--- src/rtl/tbmux_pkg.sv ---
// Package: shared mode encoding for the ADC test bus multiplexer.
// Assumes: the select encoding is fixed at two bits.
package tbmux_pkg;
    typedef enum logic [1:0] {
        TB_IDLE = 2'b00,
        TB_FULL = 2'b01,
        TB_SUB  = 2'b10,
        TB_SCAN = 2'b11
    } tb_mode_e;
endpackage

--- src/rtl/tbmux_mode_reg.sv ---
// Module: holds the bus mode sampled at the last clock edge.
// Assumes: synchronous active-low reset, reset mode is idle.
module tbmux_mode_reg
    import tbmux_pkg::*;
(
    input  logic       clk,
    input  logic       rst_n,
    input  logic [1:0] mode_sel,
    output tb_mode_e   mode_q
);
    // Capture the requested mode on every edge.
    always_ff @(posedge clk) begin
        if (!rst_n) mode_q <= TB_IDLE;
        else        mode_q <= tb_mode_e'(mode_sel);
    end
endmodule

--- src/rtl/tbmux_out_stage.sv ---
// Module: selects one of the packed payload words and registers it onto the bus.
// Assumes: payload words are already packed to bus width by the parent.
module tbmux_out_stage
    import tbmux_pkg::*;
#(
    parameter int BUS_W = 14
) (
    input  logic             clk,
    input  logic             rst_n,
    input  logic [1:0]       sel,
    input  logic [BUS_W-1:0] full_word,
    input  logic [BUS_W-1:0] sub_word,
    input  logic [BUS_W-1:0] scan_word,
    output logic [BUS_W-1:0] bus_q
);
    logic [BUS_W-1:0] bus_d;

    // Pick the payload named by the raw select.
    always_comb begin
        unique case (tb_mode_e'(sel))
            TB_FULL: bus_d = full_word;
            TB_SUB:  bus_d = sub_word;
            TB_SCAN: bus_d = scan_word;
            default: bus_d = '0;
        endcase
    end

    // Register the selected payload onto the bus.
    always_ff @(posedge clk) begin
        if (!rst_n) bus_q <= '0;
        else        bus_q <= bus_d;
    end

    p_idle_zero_r2: assert property (@(posedge clk) disable iff (!rst_n)
        (sel == 2'b00) |=> (bus_q == '0));
    p_full_word_r3: assert property (@(posedge clk) disable iff (!rst_n)
        (sel == 2'b01) |=> (bus_q == $past(full_word)));
    p_sub_word_r4: assert property (@(posedge clk) disable iff (!rst_n)
        (sel == 2'b10) |=> (bus_q == $past(sub_word)));
    p_scan_word_r5: assert property (@(posedge clk) disable iff (!rst_n)
        (sel == 2'b11) |=> (bus_q == $past(scan_word)));
endmodule

--- src/rtl/tbmux_scan_route.sv ---
// Module: forwards the incoming test bus to the scan inputs while in scan mode.
// Assumes: the mode input is registered, so the path changes only at edges.
module tbmux_scan_route
    import tbmux_pkg::*;
#(
    parameter int BUS_W = 14
) (
    input  tb_mode_e         mode_q,
    input  logic [BUS_W-1:0] bus_in,
    output logic [BUS_W-1:0] chain_in
);
    // Gate each bus bit onto its scan chain input.
    for (genvar i = 0; i < BUS_W; i++) begin : g_lane
        assign chain_in[i] = (mode_q == TB_SCAN) & bus_in[i];
    end
endmodule

--- src/rtl/tbmux_top.sv ---
// Module: ADC test bus multiplexer top; packs the payloads and wires the stages.
// Assumes: RES_W + 2 equals the bus width and the sub-code widths sum to it.
module tbmux_top
    import tbmux_pkg::*;
#(
    parameter int RES_W = 12,
    parameter int CRS_W = 4,
    parameter int MID_W = 4,
    parameter int FIN_W = 6
) (
    input  logic               clk,
    input  logic               rst_n,
    input  logic [1:0]         mode_sel,
    input  logic [RES_W-1:0]   conv_result,
    input  logic               under_flag,
    input  logic               over_flag,
    input  logic [CRS_W-1:0]   coarse_code,
    input  logic [MID_W-1:0]   mid_code,
    input  logic [FIN_W-1:0]   fine_code,
    input  logic [RES_W+1:0]   chain_out,
    input  logic [RES_W+1:0]   tbus_in,
    output logic [RES_W+1:0]   tbus_out,
    output logic [RES_W+1:0]   chain_in
);
    localparam int BUS_W = RES_W + 2;
    localparam int SUB_W = CRS_W + MID_W + FIN_W;

    tb_mode_e         mode_q;
    logic [BUS_W-1:0] full_word;
    logic [BUS_W-1:0] sub_word;
    logic [SUB_W-1:0] sub_raw;

    // Pack the result word with the range flags on top.
    assign full_word = {over_flag, under_flag, conv_result};
    // Pack the sub-converter codes, coarse uppermost.
    assign sub_raw   = {coarse_code, mid_code, fine_code};
    assign sub_word  = BUS_W'(sub_raw);

    tbmux_mode_reg u_mode (
        .clk      (clk),
        .rst_n    (rst_n),
        .mode_sel (mode_sel),
        .mode_q   (mode_q)
    );

    tbmux_out_stage #(.BUS_W(BUS_W)) u_out (
        .clk       (clk),
        .rst_n     (rst_n),
        .sel       (mode_sel),
        .full_word (full_word),
        .sub_word  (sub_word),
        .scan_word (chain_out),
        .bus_q     (tbus_out)
    );

    tbmux_scan_route #(.BUS_W(BUS_W)) u_scan (
        .mode_q   (mode_q),
        .bus_in   (tbus_in),
        .chain_in (chain_in)
    );

    p_reset_clear_r1: assert property (@(posedge clk)
        !rst_n |=> (tbus_out == '0 && chain_in == '0));
    p_scan_closed_r7: assert property (@(posedge clk) disable iff (!rst_n)
        ($past(rst_n) && $past(mode_sel) != 2'b11) |-> (chain_in == '0));
    p_scan_open_r7: assert property (@(posedge clk) disable iff (!rst_n)
        ($past(rst_n) && $past(mode_sel) == 2'b11) |-> (chain_in == tbus_in));
endmodule

--- config.mk ---
export PLATFORM = sky130hd
export DESIGN_NAME = tbmux_top
export DESIGN_NICKNAME = d
export VERILOG_FILES = /design/src/rtl/tbmux_pkg.sv /design/src/rtl/tbmux_mode_reg.sv /design/src/rtl/tbmux_out_stage.sv /design/src/rtl/tbmux_scan_route.sv /design/src/rtl/tbmux_top.sv
export SDC_FILE = /design/constraint.sdc
export NUM_CORES = 1
export LEC_CHECK = 0
export BUFFER_PORTS_ARGS = -buffer_cell sky130_fd_sc_hd__buf_2
export CAP_MARGIN = 5
export CORE_MARGIN = 4
export CORE_UTILIZATION = 36
export DETAILED_ROUTE_END_ITERATION = 10
export GPL_ROUTABILITY_DRIVEN = 0
export PLACE_DENSITY = 0.91
export SLEW_MARGIN = 10
export SYNTH_ARGS = -nofsm -noshare
export SYNTH_HDL_FRONTEND = slang
export SYNTH_HIERARCHICAL = 1
export SYNTH_SLANG_ARGS = --single-unit
export TNS_END_PERCENT = 50
--- constraint.sdc ---
create_clock -name clk -period 1.54 [get_ports clk]
set_input_delay 0.462 -clock clk [delete_from_list [all_inputs] [get_ports clk]]
set_output_delay 0.462 -clock clk [all_outputs]
set_load 0.02 [all_outputs]
==> run_results.csv, run 1 <==
group,metric,value,unit
final_layout,nFillCells,197,
worst_hold_path,hold_path_depth,2,
setup_path,required,1.08,ns
clocking,clock-sinks,16,
setup_path,worstSetupPathType,"flop to primary output",
floorplan,rows,17,
logic_synthesis,ys_types,14,
clocking,hold_buffers,0,
final_layout,drive_gt1_frac,0.587,
final_layout,n_antenna_cell,0,
grt,grt_max_degree,30,
placed_design,numPortBuffers,87,
floorplan,initial_core_util,0.374,
detailed_routing,via_count,969,
floorplan,core_area,0.00219,mm2
setup_path,end_kind,"primary output",
detailed_routing,via_per_inst,4.97,
detailed_routing,drc,0,
timing,finalSetupViolCount,0,
power_and_ir_drop,ir_worst_vdd,0.455,mV
timing,fin_crit,1.47,ns
final_layout,mostFrequentLayoutCells,"buf_2 (87), mux2i_1 (14), a21oi_1 (14), a211oi_1 (14), dfxtp_1 (14)",
final_layout,syn_to_final_growth,56.0,%
timing,min_period_over_period,0.954,
clocking,cts_root_buf,"clkbuf_4",
run,maxCapViolations,0,
grt,track_usage,0.157,
logic_synthesis,syn_area,820,um2
grt,grt_pass1_wl,3970,um
grt,grt-ovfl-total,0,
timing,whs,0.409,ns
clocking,clock_path_buffers,2,
detailed_routing,wl,2580,um
floorplan,chipWidth,55.7,um
logic_synthesis,avgSynthCellArea,9.76,um2
detailed_routing,drtIter0Drc,27,
detailed_routing,route.met3.wl,267,um
setup_path,cp.arrival,1.01,ns
detailed_routing,route.met2.wl,1410,um
logic_synthesis,synthCells,84,
power_and_ir_drop,cellLeakagePower,0.754,nW
detailed_routing,wl_met1,884,um
run_status,status,"finished, final reports clean",
clocking,h-tree-depth,1,
setup_path,critPathMaxFanout,14,
floorplan,die_y,55.7,um
timing,drv_slew,0,
logic_synthesis,ys_seq_elements,16,
timing,hold_viol,0,
clocking,clk_pin_slew,0.09,ns
floorplan,die-area,0.00310,mm2
worst_hold_path,hp-class,"input pin to flop",
detailed_routing,final_antenna_net_count,0,
grt,antenna_found_initial,0,
timing,finalSetupTns,0,ns
logic_synthesis,synth_nets,144,
timing,maxSlewHeadroom,0.682,
timing,max_freq,0.681,GHz
detailed_routing,highest_layer,"met4",
setup_path,crit_path_start_kind,"flop",
final_layout,fin_nets,228,
detailed_routing,wire_per_inst,13.2,um
timing,worst_slew_pin_slew,0.477,ns
clocking,cts_tree,"done",
timing,grt_setup_unrepaired,"false",
clocking,cts_buffers,3,
detailed_routing,firstDrtPassIters,4,
logic_synthesis,yosys_warnings,6,
final_layout,final_common_cell,"buf_2",
logic_synthesis,yosysSeqAreaShare,0.391,
floorplan,ioPinCount,88,
power_and_ir_drop,powerDensity,757,mW/mm2
grt,grt_pass1_vias,955,
worst max-delay path: stages, from the launching register on:
cell	delay, ns
dfxtp_4	0.40
and3_2	0.18
buf_2	0.15
state kept, by name, summed over array words and instances, names as in the netlist:
register	flops
u_mode/mode_q	2
u_out/bus_q	14
repair_timing:
item                       4_1_cts  5_1_grt
resized for setup                2        2
setup buffers                    0        0
setup endpoints to repair       14       14
pin swaps                        0        0
metrics by stage:
stage,area (um2),total power [mW],cells,utilization,worst slack [ns]
floorplan,820,0.599,84,-,0.358
global placement,1230,0.697,191,0.564,0.178
detailed placement,1230,0.707,191,0.564,0.180
CTS,1270,0.980,195,0.581,0.0141
global route,1280,1.02,195,0.584,0.00770
finish,1280,0.968,195,0.584,0.0714
report_power, final:
group / total [mW] / internal (mW) / switching [mW]
clock: 0.271 / 0.144 / 0.128
sequential: 0.453 / 0.441 / 0.0126
combinational: 0.243 / 0.116 / 0.127
cells by family (layout without fill, tap and decap cells):
| group | after synthesis | count (layout) | share of synthesized area |
|---|---|---|---|
| AOI/OAI and AO/OA | 28 | 28 | 0.214 |
| buffers and inverters | 10 | 93 | 0.0962 |
| and+or+nand+nor | 16 | 16 | 0.128 |
| DFF | 16 | 16 | 0.391 |
| muxes | 14 | 14 | 0.171 |
worst paths after layout:
kind	from	to
setup / recovery	u_mode/mode_q[0]$_SDFF_PN0_	chain_in[2]
hold / removal	rst_n	u_mode/mode_q[1]$_SDFF_PN0_
cell usage after synthesis:
cell,n,area [um2]
and3_1,10,62.6
and3_2,4,30.0
a211oi_1,14,105
buf_6,2,22.5
clkbuf_1,1,3.75
and2_1,2,12.5
dfxtp_1,16,320
buf_4,2,15.0
buf_2,2,10.0
mux2i_1,14,140
buf_1,1,3.75
a21oi_1,14,70.1
buf_12,1,20.0
inv_1,1,3.75
cell type report:
class                   count  area, um2  share of cell area
clock buffers               4       36.3              0.0284
inverters                   1       3.75             0.00294
multi-input cells          58        420               0.329
flip-flops and latches     16        328               0.256
well taps                  28       35.0              0.0274
repair buffers             88        455               0.356
layer usage:
metal	global-route usage	up-vias
met5	0	-
met4	0.0625	0
met3	0.0418	2
met1	0.131	436
li1	-	480
met2	0.333	51
Power figures use the tool's default switching activity.
==> run 2: changes to the inputs <==
--- a/config.mk
+++ b/config.mk
@@ -12,5 +12,6 @@
 export DETAILED_ROUTE_END_ITERATION = 10
 export GPL_ROUTABILITY_DRIVEN = 0
-export PLACE_DENSITY = 0.91
+export GPL_TIMING_DRIVEN = 0
+export PLACE_DENSITY = 0.83
 export SLEW_MARGIN = 10
 export SYNTH_ARGS = -nofsm -noshare
==> constraint.sdc (replaced) <==
create_clock -name clk -period 1.54 [get_ports clk]
set_input_delay 0.077 -clock clk [delete_from_list [all_inputs] [get_ports clk]]
set_output_delay 0.077 -clock clk [all_outputs]
set_load 0.02 [all_outputs]
==> run 2 against run 1 <==
Effect of this change: cell area grew 3.7%; critical path depth up 1; sequential share of layout area shrank 1.5 points; core utilization up 2.2 points; first-iteration DRC count is 37% lower; routed wire length rose by 1.2%; clock power grew 1%; global-route usage grew 0.066 points; critical path type unchanged; largest cell class unchanged.
==> run_results.csv, run 2 (synthesis results as in run 1) <==
group,metric,value,unit
worst_hold_path,min_to,"u_mode/mode_q[1]$_SDFF_PN0_",
detailed_routing,drc,0,
final_layout,reg.largest.list,"u_out/bus_q x14, u_mode/mode_q x2",
timing,finalSetupTns,0,ns
detailed_routing,final_antenna_net_count,0,
floorplan,die_y,55.7,um
final_layout,largest_reg_flops,14,
clocking,cts_root_buf,"clkbuf_4",
timing,finalSetupViolCount,0,
setup_path,crit_path_start_kind,"flop",
clocking,cts_tree,"done",
timing,maxSlewHeadroom,0.716,
detailed_routing,via_per_inst,4.89,
final_layout,n_antenna_cell,0,
floorplan,die-area,0.00310,mm2
worst_hold_path,hold_path.startpoint,"mode_sel[1]",
setup_path,critPathMaxFanout,10,
setup_path,required,1.46,ns
grt,grt_pass1_vias,950,
final_layout,drive_gt1_frac,0.583,
setup_path,cp_num_buf_inv,2,
clocking,h-tree-depth,1,
detailed_routing,wl,2610,um
timing,hold_viol,0,
detailed_routing,drtIter0Drc,17,
final_layout,mostFrequentLayoutCells,"buf_2 (89), dfxtp_1 (16), mux2i_1 (14), a21oi_1 (14), a211oi_1 (14)",
power_and_ir_drop,ir_worst_vdd,0.439,mV
grt,grt_pass1_wl,3950,um
floorplan,rows,17,
timing,setup_ws,0.327,ns
power_and_ir_drop,cellLeakagePower,0.786,nW
placed_design,post-dp-hpwl,2200,um
setup_path,slowest_stage,"dfxtp_1",
floorplan,chipWidth,55.7,um
detailed_routing,via_count,992,
setup_path,cp.arrival,1.14,ns
floorplan,initial_core_util,0.374,
timing,drv_slew,0,
final_layout,largest-register,"u_out/bus_q",
final_layout,fin_nets,236,
timing,worst_slew_pin_slew,0.427,ns
final_layout,fin_util,0.605,
final_layout,nFillCells,196,
worst_hold_path,hold_path_depth,2,
final_layout,final_common_cell,"buf_2",
run_status,status,"finished, final reports clean",
detailed_routing,firstDrtPassIters,4,
setup_path,cp_top_family,"flip-flops",
floorplan,core_area,0.00219,mm2
timing,min_period_over_period,0.788,
worst_hold_path,hp-class,"input pin to flop",
final_layout,final_cells,203,
placed_design,numPortBuffers,87,
clocking,clock-sinks,16,
setup_path,worstSetupPathType,"flop to primary output",
clocking,cts_buffers,3,
timing,fin_crit,1.21,ns
clocking,clock_path_buffers,2,
grt,grt-ovfl-total,0,
power_and_ir_drop,powerDensity,743,mW/mm2
timing,grt_setup_unrepaired,"false",
run,maxCapViolations,0,
placed_design,post-place-ws,0.528,ns
final_layout,syn_to_final_growth,61.8,%
clocking,hold_buffers,0,
clocking,clk_pin_slew,0.09,ns
clocking,post_cts_buffers,0,
grt,grt_max_degree,11,
timing,max_freq,0.824,GHz
floorplan,ioPinCount,88,
grt,antenna_found_initial,0,
clocking,ctsResizeCount,0,
setup_path,end_kind,"primary output",
grt,track_usage,0.158,
setup_path,path_cells,"buf_6 > and3_1 > buf_2",
setup_path,cpPeakStageDelay,0.39,ns
placed_design,placedCellCount,199,
timing,whs,0.0121,ns
detailed_routing,wire_per_inst,12.9,um
==> run 2: layout make-up <==
type	count	area [um2]	share of cell area
plain buffers	9	75.1	0.0566
flip-flops and latches	16	320	0.242
repair buffers	87	435	0.328
clock buffers	4	36.3	0.0274
well taps	28	35.0	0.0264
multi-input cells	58	420	0.317
inverters	1	3.75	0.00283
==> run 2: how the worst max path moves through the flow <==
stage / from / end / slack, ns / depth (start not counted)
3_3_place_gp: mode_sel[1] / u_out/bus_q[1]$_SDFF_PN0_ / 0.55 / 4
2_1_floorplan: u_mode/mode_q[0]$_SDFF_PN0_ / chain_in[10] / 0.74 / 2
5_1_grt: u_mode/mode_q[0]$_SDFF_PN0_ / chain_in[5] / 0.26 / 3
3_5_place_dp: mode_sel[1] / u_out/bus_q[13]$_SDFF_PN0_ / 0.53 / 4
6_report: u_mode/mode_q[0]$_SDFF_PN0_ / chain_in[5] / 0.33 / 3
4_1_cts: u_mode/mode_q[0]$_SDFF_PN0_ / chain_in[1] / 0.32 / 3
==> run 2: where the power goes <==
part	leakage, nW	switching [mW]	total, mW	internal [mW]
Combinational	0.631	0.133	0.261	0.127
Clock	0.0210	0.131	0.275	0.144
Sequential	0.133	0.00845	0.451	0.442
==> run 2: layer usage <==
layer | GRT usage | part of all wire | wire length, um | vias up
li1 | - | - | - | 495
met1 | 0.168 | 0.38 | 1000 | 427
met2 | 0.279 | 0.47 | 1240 | 68
met3 | 0.0650 | 0.14 | 361 | 2
met4 | 0.0521 | 0.0057 | 15 | 0
met5 | 0 | 0 | 0 | -
==> run 2: stage by stage <==
stage	instance area [um2]	power, mW
CTS	1330	0.990
global placement	1290	0.714
global route	1330	1.04
finish	1330	0.986
detailed placement	1290	0.721
floorplan	820	0.599
==> run 3: changes to the inputs <==
- CORE_UTILIZATION: 36 -> 30
- PLACE_DENSITY: 0.83 -> 0.74
- clock period: 1.54 -> 1 ns (I/O delays scaled with it)
==> run 3 against run 2 <==
Effect of this change: highest routed layer unchanged; largest cell class unchanged; largest power group unchanged; core utilization fell by 1.9 points; the flow now finishes with violations (setup timing); critical endpoint is now chain_in[8]; power up 58%; via count grew 2.9%.
==> run_results.csv, run 3 (synthesis results as in run 1) <==
group,metric,value,unit
grt,track_usage,0.157,
timing,fin_crit,1.13,ns
final_layout,largest_reg_flops,14,
placed_design,post-dp-hpwl,2340,um
worst_hold_path,hold_path.startpoint,"mode_sel[0]",
setup_path,startpoint,"u_mode/mode_q[0]$_SDFF_PN0_",
setup_path,worstSetupPathType,"flop to primary output",
final_layout,fin_nets,240,
clocking,clk_pin_slew,0.09,ns
grt,grt_pass1_wl,4280,um
placed_design,numPortBuffers,87,
timing,grt_setup_unrepaired,"true",
floorplan,die_y,60.3,um
setup_path,cp_num_buf_inv,2,
detailed_routing,final_antenna_net_count,0,
run_status,failed_checks,"setup timing",
floorplan,die-area,0.00363,mm2
timing,drv_slew,0,
floorplan,initial_core_util,0.322,
floorplan,ioPinCount,88,
worst_hold_path,hp-class,"input pin to flop",
floorplan,core_area,0.00254,mm2
setup_path,slowest_stage,"dfxtp_4",
setup_path,cp.arrival,1.08,ns
setup_path,end_kind,"primary output",
final_layout,fin_util,0.587,
run_status,status,"finished, violations left",
power_and_ir_drop,powerDensity,1040,mW/mm2
placed_design,placed_cell_area,0.00129,mm2
timing,worst_slew_pin_slew,0.428,ns
floorplan,chipWidth,60.3,um
grt,antenna_found_initial,0,
clocking,cts_tree,"done",
detailed_routing,via_per_inst,4.89,
floorplan,rows,18,
setup_path,crit_path_start_kind,"flop",
setup_path,critPathMaxFanout,6,
detailed_routing,wl,2930,um
final_layout,n_antenna_cell,0,
setup_path,path_cells,"buf_6 > and3_1 > buf_6",
detailed_routing,wire_per_inst,14.0,um
timing,finalSetupViolCount,14,
timing,max_freq,0.887,GHz
setup_path,cp_top_family,"flip-flops",
final_layout,largest-register,"u_out/bus_q",
detailed_routing,via_count,1021,
final_layout,reg.largest.list,"u_out/bus_q x14, u_mode/mode_q x2",
final_layout,mostFrequentLayoutCells,"buf_2 (76), buf_6 (17)",
power_and_ir_drop,total_power,1.56,mW
clocking,h-tree-depth,1,
setup_path,crit_top_cell,"buf_6",
timing,setup_ws,-0.127,ns
timing,hold_viol,0,
clocking,clock_path_buffers,2,
worst_hold_path,hold_path_depth,2,
power_and_ir_drop,ir_worst_vdd,0.714,mV
detailed_routing,drc,0,
clocking,cts_buffers,3,
setup_path,cpPeakStageDelay,0.37,ns
final_layout,final_common_cell,"buf_2",
setup_path,required,0.95,ns
grt,grt_max_degree,11,
final_layout,final_area,0.00149,mm2
timing,min_period_over_period,1.13,
clocking,clock-sinks,16,
grt,grt-ovfl-total,0,
timing,maxSlewHeadroom,0.715,
run,maxCapViolations,0,
grt,grt_pass1_vias,1062,
worst_hold_path,min_to,"u_mode/mode_q[0]$_SDFF_PN0_",
detailed_routing,firstDrtPassIters,4,
power_and_ir_drop,cellLeakagePower,0.802,nW
final_layout,syn_to_final_growth,82.1,%
final_layout,drive_gt1_frac,0.631,
detailed_routing,drtIter0Drc,34,
clocking,cts_root_buf,"clkbuf_4",
[run 3: stage by stage]
| step | hold WS (ns) | setup TNS, ns | worst slack [ns] | std cells |
|---|---|---|---|---|
| after CTS | 0.00564 | -1.37 | -0.120 | 208 |
| final | 0.00496 | -1.40 | -0.127 | 209 |
| after global routing | 0.00847 | -2.09 | -0.171 | 209 |
| after global placement | 0.275 | 0 | 0.0266 | 201 |
| after detailed placement | 0.278 | -0.00564 | -0.00564 | 201 |
| after floorplan | 0.172 | 0 | 0.230 | 84 |
[run 3: per-layer routing]
metal	wire (um)	vias to the layer above	share of wire	global-route usage
met1	966	446	0.33	0.154
met4	25	0	0.0085	0.0475
met3	375	2	0.13	0.0410
met2	1570	66	0.53	0.312
li1	-	507	-	-
met5	0	-	0	0
[run 3: what timing repair did]
action / in CTS / in global routing
cloned: 0 / 1
endpoints found under the setup margin: 14 / 14
gates resized for setup: 29 / 10
hold buffers: 2 / 0
setup buffers: 1 / 0
endpoints found under the hold margin: 1 / 0
[run 3: worst max-delay path by stage]
stage | endpoint | depth (start not counted)
2_1_floorplan | chain_in[10] | 2
3_3_place_gp | u_out/bus_q[13]$_SDFF_PN0_ | 4
3_5_place_dp | u_out/bus_q[13]$_SDFF_PN0_ | 4
4_1_cts | chain_in[7] | 3
5_1_grt | chain_in[7] | 3
6_report | chain_in[8] | 3
[run 3: area by class of cell]
class | count | area, um2
fillers | 235 | 1050
inverters | 1 | 3.75
well taps | 30 | 37.5
plain buffers | 9 | 78.8
clock buffers | 4 | 36.3
multi-input cells | 58 | 455
flip-flops and latches | 16 | 325
repair buffers | 91 | 556
[run 3: power breakdown]
group          total [mW]  leakage, nW  internal (mW)  switching, mW
clock network       0.421       0.0210          0.221          0.199
registers           0.695        0.134          0.680         0.0147
logic               0.443        0.647          0.223          0.220
